<file path="config.mk">
export PLATFORM = sky130hd
export DESIGN_NAME = irq_prio_ctrl
export DESIGN_NICKNAME = d
export VERILOG_FILES = /design/src/rtl/irq_prio_ctrl.sv
export SDC_FILE = /design/constraint.sdc
export NUM_CORES = 1
export LEC_CHECK = 0
export BUFFER_PORTS_ARGS = -buffer_cell sky130_fd_sc_hd__buf_2
export CORE_AREA = 2 2 111 113
export CTS_CLUSTER_SIZE = 30
export DETAILED_ROUTE_END_ITERATION = 8
export DIE_AREA = 0 0 113 115
export PLACE_DENSITY = 0.6
export SLEW_MARGIN = 40
export SYNTH_ARGS = -nofsm -noshare
export SYNTH_HDL_FRONTEND = slang
export SYNTH_SLANG_ARGS = --single-unit
export TNS_END_PERCENT = 30
</file>
<file path="constraint.sdc">
create_clock -name clk -period 8.52 [get_ports clk]
set_input_delay 0.426 -clock clk [delete_from_list [all_inputs] [get_ports clk]]
set_output_delay 0.426 -clock clk [all_outputs]
set_load 0.01 [all_outputs]
</file>
<file path="src/rtl/irq_prio_ctrl.sv">
module irq_prio_ctrl #(
  parameter int LEVELS = 8,
  localparam int CW = $clog2(LEVELS)
) (
  input  logic              clk,
  input  logic              rst_n,
  input  logic [LEVELS-1:0] irq_in,
  input  logic              cfg_edge,
  input  logic              cfg_aeoi,
  input  logic              cfg_rotate,
  input  logic [4:0]        cfg_vec_base,
  input  logic              mask_we,
  input  logic [LEVELS-1:0] mask_wdata,
  input  logic              cmd_valid,
  input  logic [2:0]        cmd_op,
  input  logic [CW-1:0]     cmd_level,
  input  logic              ack,
  input  logic              poll_rd,
  output logic              irq_out,
  output logic [7:0]        vector_out,
  output logic [7:0]        poll_data,
  output logic [LEVELS-1:0] irr_out,
  output logic [LEVELS-1:0] isr_out
);

  logic [LEVELS-1:0] irr_q, isr_q, imr_q, prev_q, elig;
  logic [CW-1:0]     bottom_q;
  logic              smm_q;

  function automatic logic [CW:0] pick(input logic [LEVELS-1:0] v, input logic [CW-1:0] bot);
    logic [CW-1:0] l;
    pick = {1'b0, {CW{1'b1}}};
    for (int k = LEVELS - 1; k >= 0; k--) begin
      l = bot + CW'(k) + CW'(1);
      if (v[l]) pick = {1'b1, l};
    end
  endfunction

  logic [CW:0]   hi, win;
  logic [CW-1:0] hi_rank;
  logic          take;

  assign hi      = pick(isr_q, bottom_q);
  assign hi_rank = hi[CW-1:0] - bottom_q - CW'(1);

  always_comb begin
    for (int i = 0; i < LEVELS; i++) begin
      elig[i] = irr_q[i] & ~imr_q[i] &
                (smm_q ? ~isr_q[i]
                       : (!hi[CW] || ((CW'(i) - bottom_q - CW'(1)) < hi_rank)));
    end
  end

  assign win        = pick(elig, bottom_q);
  assign take       = (ack | poll_rd) & win[CW];
  assign irq_out    = win[CW];
  assign vector_out = {cfg_vec_base, win[CW-1:0]};
  assign poll_data  = win[CW] ? {1'b1, 4'b0000, win[CW-1:0]} : 8'h00;
  assign irr_out    = irr_q;
  assign isr_out    = isr_q;

  logic [LEVELS-1:0] isr_n, irr_n, take_oh;
  logic [CW-1:0]     bottom_n;
  logic              smm_n;

  assign take_oh = take ? (LEVELS'(1) << win[CW-1:0]) : '0;
  assign irr_n   = cfg_edge ? ((irr_q & ~take_oh) | (irq_in & ~prev_q)) : irq_in;

  always_comb begin
    isr_n    = isr_q;
    bottom_n = bottom_q;
    smm_n    = smm_q;
    if (take && cfg_aeoi && cfg_rotate) bottom_n = win[CW-1:0];
    if (cmd_valid) begin
      case (cmd_op)
        3'd1: if (hi[CW]) begin
                isr_n[hi[CW-1:0]] = 1'b0;
                if (cfg_rotate) bottom_n = hi[CW-1:0];
              end
        3'd2: isr_n[cmd_level] = 1'b0;
        3'd3: bottom_n = cmd_level;
        3'd4: begin
                isr_n[cmd_level] = 1'b0;
                bottom_n = cmd_level;
              end
        3'd5: smm_n = 1'b1;
        3'd6: smm_n = 1'b0;
        default: ;
      endcase
    end
    if (take && !cfg_aeoi) isr_n = isr_n | take_oh;
  end

  always_ff @(posedge clk or negedge rst_n) begin
    if (!rst_n) begin
      irr_q    <= '0;
      isr_q    <= '0;
      imr_q    <= '0;
      prev_q   <= '0;
      bottom_q <= CW'(LEVELS - 1);
      smm_q    <= 1'b0;
    end else begin
      irr_q    <= irr_n;
      isr_q    <= isr_n;
      prev_q   <= irq_in;
      bottom_q <= bottom_n;
      smm_q    <= smm_n;
      if (mask_we) imr_q <= mask_wdata;
    end
  end

endmodule


</file>
==> results of run 1 <==
## final cells by class
class                      instances  area [um2]
clock inverter                     2        35.0
clock buffer                       6         129
fill                            1202        6690
multi-input combinational        472        3410
timing repair buffer              67         370
sequential                        36         905
inverter                          24        90.1
tap                              147         184
## cells by family after synthesis
kind of cell / count (synthesis)
other cells: 1
buf+inv: 72
flops: 36
mux: 35
compound gates: 218
fa+ha+maj: 9
simple gates: 200
xor+xnor: 6
## worst min-delay path by stage
stage | start | to | slack, ns | cells past startpoint
floorplan | rst_n | imr_q[0] | 0.13 | 0
global placement | imr_q[5] | imr_q[5] | 0.49 | 1
detailed placement | imr_q[2] | imr_q[2] | 0.50 | 1
CTS | rst_n | prev_q[7] | 0.26 | 1
global route | rst_n | imr_q[7] | 0.13 | 1
finish | rst_n | prev_q[5] | 0.1 | 1
## per-layer routing
layer / track usage, % / share of wire (%)
met4: 7.64 / 2.7
met1: 34.7 / 42
met5: 0 / 0
met3: 2.00 / 8.5
met2: 41.4 / 47
## through the flow
stage                     hold slack (ns)  instance area [um2]
after floorplan                     0.130                 4670
after global placement              0.495                 4950
after detailed placement            0.496                 4950
after CTS                           0.262                 5120
after global routing                0.131                 5120
final                               0.100                 5120
## sequential cells by signal (all words and copies together) (netlist names)
register	cells
prev_q	8
irr_out	8
isr_out	8
smm_q	1
imr_q	8
bottom_q	3
## layout by cell type (no fill, tap or decap), types with 5 or more instances in the layout
cell type  instances
o21ai_1            6
o22ai_1            8
o2bb2ai_1          5
o21ai_0           25
a311o_1            6
or3_1              5
a21boi_0           5
a31oi_1           17
o211a_1            6
ha_1               8
a21oi_1           41
o41ai_2            6
buf_2             53
nand3b_1           6
nand2b_1           7
mux2i_1           11
clkbuf_16          5
a22oi_1            5
dfrtp_1           33
mux2_2            11
a211oi_1           7
and3_1             8
mux4_2            10
a21o_1             5
o31ai_1           15
nor3_1            16
inv_1             18
nor2_1            33
nand3_1           21
nand2_1           73
buf_4             14
a32oi_1            6
==> results.py, run 1 <==
metrics = {
    "setup_path": {
        "timing.critical_path.from": "bottom_q[0]",
        "critPathCaptureType": "output pin",
        "required_ns": 8.09,
        "endpoint": "vector_out[1]",
        "cp_num_buf_inv": 4,
        "crit_arrival_ns": 7.38,
        "reg2reg_to": "isr_out[1]",
        "reg2reg_depth": 23,
        "path_class": "register to output pin",
        "rr_startpoint": "bottom_q[0]",
        "cp_num_cells": 23,
        "cp-start-kind": "register",
        "cp_top_family": "compound AO/OA/AOI/OAI gates",
        "crit_path_max_incr_delay_ns": 0.64,
        "cp_slowest_cell": "mux4_2",
        "rrSetupSlack_ns": 1.13,
        "critical_path.cell_chain": "buf_4, mux4_2, mux2i_1, nand4_1, a21oi_1, a311oi_1, a31o_2, a21oi_1, inv_1, fa_1, and2_0, a22o_1, a21o_1, nor2_2, mux2_2, a311o_1, o21ai_2, mux2_2, mux2_1, o2111ai_1, a41o_1, inv_2, buf_2",
        "crit_fanout": 44,
    },
    "global_routing": {
        "grt_use_total_pct": 24.9,
        "antenna_found_initial": 0,
        "grt_pass1_wl_mm": 26.0,
        "grt_pass1_vias": 4778,
        "grt_max_degree": 45,
        "gr-total-overflow": 0,
    },
    "timing": {
        "timing.final.crit_share_pct": 91.6,
        "finalSetupTns_ns": 0,
        "rsz0062_at_grt": "no",
        "fmax_ghz": 0.128,
        "tightest_slew_ns": 0.767,
        "fin_skew_ns": 0.00331,
        "fin_crit_ns": 7.81,
        "setup_slack_ns": 0.713,
        "slew_headroom_pct": 48.6,
        "final-hold-violation-count": 0,
        "setup_viol": 0,
        "final_max_slew_viol_count": 0,
    },
    "placed_design": {
        "placedCellCount": 746,
        "gp_congestion": 1.03,
        "portBuffers": 54,
        "dp_hpwl_mm": 12.1,
        "post-place-ws_ns": 1.15,
    },
    "floorplan": {
        "rows": 40,
        "coreArea_mm2": 0.0118,
        "design.portCount": 69,
        "dieArea_mm2": 0.0130,
        "dieWidth_um": 113,
        "die_y_um": 115,
        "start_util_pct": 39.5,
    },
    "clock_network": {
        "clockBufferDepth": 2,
        "clkTransAtPathRegs_ns": 0.05,
        "clock-root-buffer": "clkbuf_16",
        "insertion_delay_ns": 0.28,
        "hold_buffers": 0,
        "cts_made_buffers": 5,
        "cts_htree_levels": 2,
        "cts_tree": "built",
        "post-cts-setup-buffers": 0,
        "post_cts_resize_count": 0,
        "clkSinkCount": 36,
    },
    "logic_synthesis": {
        "synth.cell_area_mm2": 0.00466,
        "synthMuxAreaShare_pct": 10.6,
        "synth_top_area_share_pct": 17.7,
        "synth_edf_count": 0,
        "yosys-top-cells-area": "dfrtp_1, nand2_1, mux4_2",
        "synth-simple-area-share_pct": 21.8,
        "synth-seq-cells": 36,
        "yosysTopAreaCell": "dfrtp_1",
        "synthArstFlopShare_pct": 100,
        "syn_avg_cell_area_um2": 8.08,
        "synth-xor-area-share_pct": 2.07,
        "synthAdderAreaFrac_pct": 2.58,
        "yosysWarningCount": 0,
        "synthTopCellsByCount": "nand2_1, a21oi_1, dfrtp_1, nor2_1, o21ai_0",
        "synth_top_family_by_area": "compound AO/OA/AOI/OAI gates",
        "synth_ff_type": "dfrtp_1",
        "yosysSeqAreaShare_pct": 19.4,
        "synth_cells": 577,
        "synth-compound-area-share_pct": 35.7,
        "yosysMostFrequentCell": "nand2_1",
        "yosysUniqueCellTypes": 95,
    },
    "route": {
        "drt-total-wl_mm": 16.1,
        "drc": 0,
        "ant_nets": 0,
        "via_count": 5014,
        "vias_per_cell": 6.65,
        "drt-initial-drc-count": 373,
        "dr.pass1.iters": 5,
        "post_drt_wl_per_cell_um": 21.3,
    },
    "layout": {
        "final_util_pct": 43.4,
        "instances_no_fill": 754,
        "layout-drive-gt1-share_pct": 22.7,
        "nets": 651,
        "area_delta_synth_final_pct": 9.82,
        "antenna_cells": 0,
    },
    "run_status": {
        "outcome": "finished clean",
    },
    "hold_path": {
        "hp-class": "input pin to asynchronous set/reset pin",
    },
    "run": {
        "drv_cap": 0,
    },
}
Power of run 1 is not shown: default switching activity piles up to over one toggle a cycle in this logic, so the estimate is an artifact.
==> inputs of run 2 (changes only) <==
Settings changed: BUFFER_PORTS_ARGS -buffer_cell sky130_fd_sc_hd__buf_2 to default, DONT_BUFFER_PORTS from default to 1, PLACE_DENSITY 0.6 to 0.55.
==> run 2 against run 1 <==
Effect of this change:
- the flow now finishes with violations (DRC)
- die area stayed put
- maximum frequency is 0.93% higher
- sequential cell count stayed put
- register-to-register slack better by 0.02 ns
- largest cell class unchanged
- highest routed layer unchanged
==> results.py, run 2 (synthesis results as in run 1) <==
metrics = {
    "run": {
        "drv_cap": 0,
    },
    "layout": {
        "nets": 601,
        "area_delta_synth_final_pct": 4.78,
        "multi_input_area_mm2": 0.00341,
        "most-common-layout-cells": "nand2_1, a21oi_1, nor2_1, dfrtp_1, o21ai_0",
        "layout-drive-gt1-share_pct": 15.6,
        "antenna_cells": 0,
        "fillCellCount": 1210,
        "register_area_um2": 905,
        "final_common_cell": "nand2_1",
    },
    "route": {
        "drt-total-wl_mm": 16.0,
        "via_count": 4822,
        "drc": 1,
        "dr.pass1.iters": 8,
        "ant_nets": 0,
        "post_drt_wl_per_cell_um": 22.7,
        "drt-initial-drc-count": 415,
        "vias_per_cell": 6.85,
    },
    "placed_design": {
        "portBuffers": 0,
        "post-place-ws_ns": 1.23,
        "gp_congestion": 0.949,
        "dp_hpwl_mm": 12.1,
    },
    "floorplan": {
        "dieArea_mm2": 0.0130,
        "dieWidth_um": 113,
        "die_y_um": 115,
        "design.portCount": 69,
        "rows": 40,
        "start_util_pct": 39.5,
        "coreArea_mm2": 0.0118,
    },
    "clock_network": {
        "insertion_delay_ns": 0.28,
        "clockBufferDepth": 2,
        "clkSinkCount": 36,
        "cts_tree": "built",
        "post-cts-setup-buffers": 0,
        "cts_made_buffers": 5,
        "cts_htree_levels": 2,
        "clkTransAtPathRegs_ns": 0.05,
        "clock-root-buffer": "clkbuf_16",
    },
    "timing": {
        "setup_viol": 0,
        "rsz0062_at_grt": "no",
        "fmax_ghz": 0.129,
        "setup_slack_ns": 0.785,
        "finalSetupTns_ns": 0,
        "tightest_slew_ns": 0.745,
        "slew_headroom_pct": 50.0,
        "fin_skew_ns": 0.0100,
        "timing.final.crit_share_pct": 90.8,
        "final_max_slew_viol_count": 0,
        "final-hold-violation-count": 0,
        "fin_crit_ns": 7.74,
    },
    "global_routing": {
        "grt_pass1_vias": 4574,
        "grt_pass1_wl_mm": 25.2,
        "use_met2_pct": 41.5,
        "grt_max_degree": 45,
        "gr-total-overflow": 0,
        "grt_use_total_pct": 24.5,
        "antenna_found_initial": 0,
        "use_met3_pct": 3.53,
        "top_usage_layer": "met2",
        "globalRouteMet1Util_pct": 32.3,
    },
    "setup_path": {
        "critPathCaptureType": "output pin",
        "required_ns": 8.09,
        "cp_slowest_cell": "mux4_2",
        "crit_arrival_ns": 7.31,
        "crit_path_max_incr_delay_ns": 0.64,
        "cp_num_buf_inv": 3,
        "cp-start-kind": "register",
        "crit_fanout": 44,
        "critical_path.cell_chain": "buf_4, mux4_2, mux2i_1, nand4_1, a21oi_1, a311oi_1, a31o_2, a21oi_1, inv_1, fa_1, inv_1, ha_1, nand2b_1, a21bo_2, o21ai_0, and3_1, o31ai_1, o211ai_1, and3b_1, a221oi_1, or3_1, nand2_1, nor2_1",
        "cp_top_family": "compound AO/OA/AOI/OAI gates",
        "path_class": "register to output pin",
    },
    "run_status": {
        "violations": "DRC",
        "outcome": "finished, violations left",
    },
    "hold_path": {
        "hp-class": "input pin to register",
    },
}
-- run 2: cell count changes in the layout (fill, tap and decap cells not counted), sizes merged --
cell / delta
bufinv: -1
buf: -51
dlygate4sd3: +1
clkbuf: +2
clkinv: -1
-- run 2: cell type report --
class,count,share of cell area [%]
clock buffer,8,3.20
inverter,24,1.84
multi-input combinational,472,69.8
sequential,36,18.5
tap,147,3.76
timing repair buffer,17,2.92
-- run 2: what timing repair did --
item	CTS	global route
hold endpoints to repair	36	0
resized for setup	0	0
hold buffers	2	0
-- run 2: path summary, 6_finish.rpt --
path / start / to / cells after the start / slack (ns)
worst max-delay path: bottom_q[0] / poll_data[0] / 23 / 0.78
worst min-delay path: irq_in[3] / prev_q[3] / 0 / 0.17
worst max register to register: bottom_q[0] / isr_out[5] / 26 / 1.15
worst min register to register: imr_q[2] / imr_q[2] / 1 / 0.51
max in group asynchronous: rst_n / bottom_q[2] / 2 / 7.67
min in group asynchronous: rst_n / irr_out[6] / 2 / 0.58
-- run 2: per-layer routing --
layer  vias to the layer above  part of all wire [%]
met5                         -                     0
met4                         0                   3.0
met3                        54                   9.2
met2                       294                    46
met1                      2309                    41
li1                       2165                     -
-- run 2: metrics by stage --
stage	cell area (um2)	std cells	util, %	hold WS, ns
2_1_floorplan	4670	580	-	0.130
3_3_place_gp	4700	694	39.8	0.131
3_5_place_dp	4700	694	39.8	0.131
4_1_cts	4890	704	41.4	0.171
5_1_grt	4890	704	41.4	0.165
6_report	4890	704	41.4	0.173
Power of run 2 is left out for the same reason.
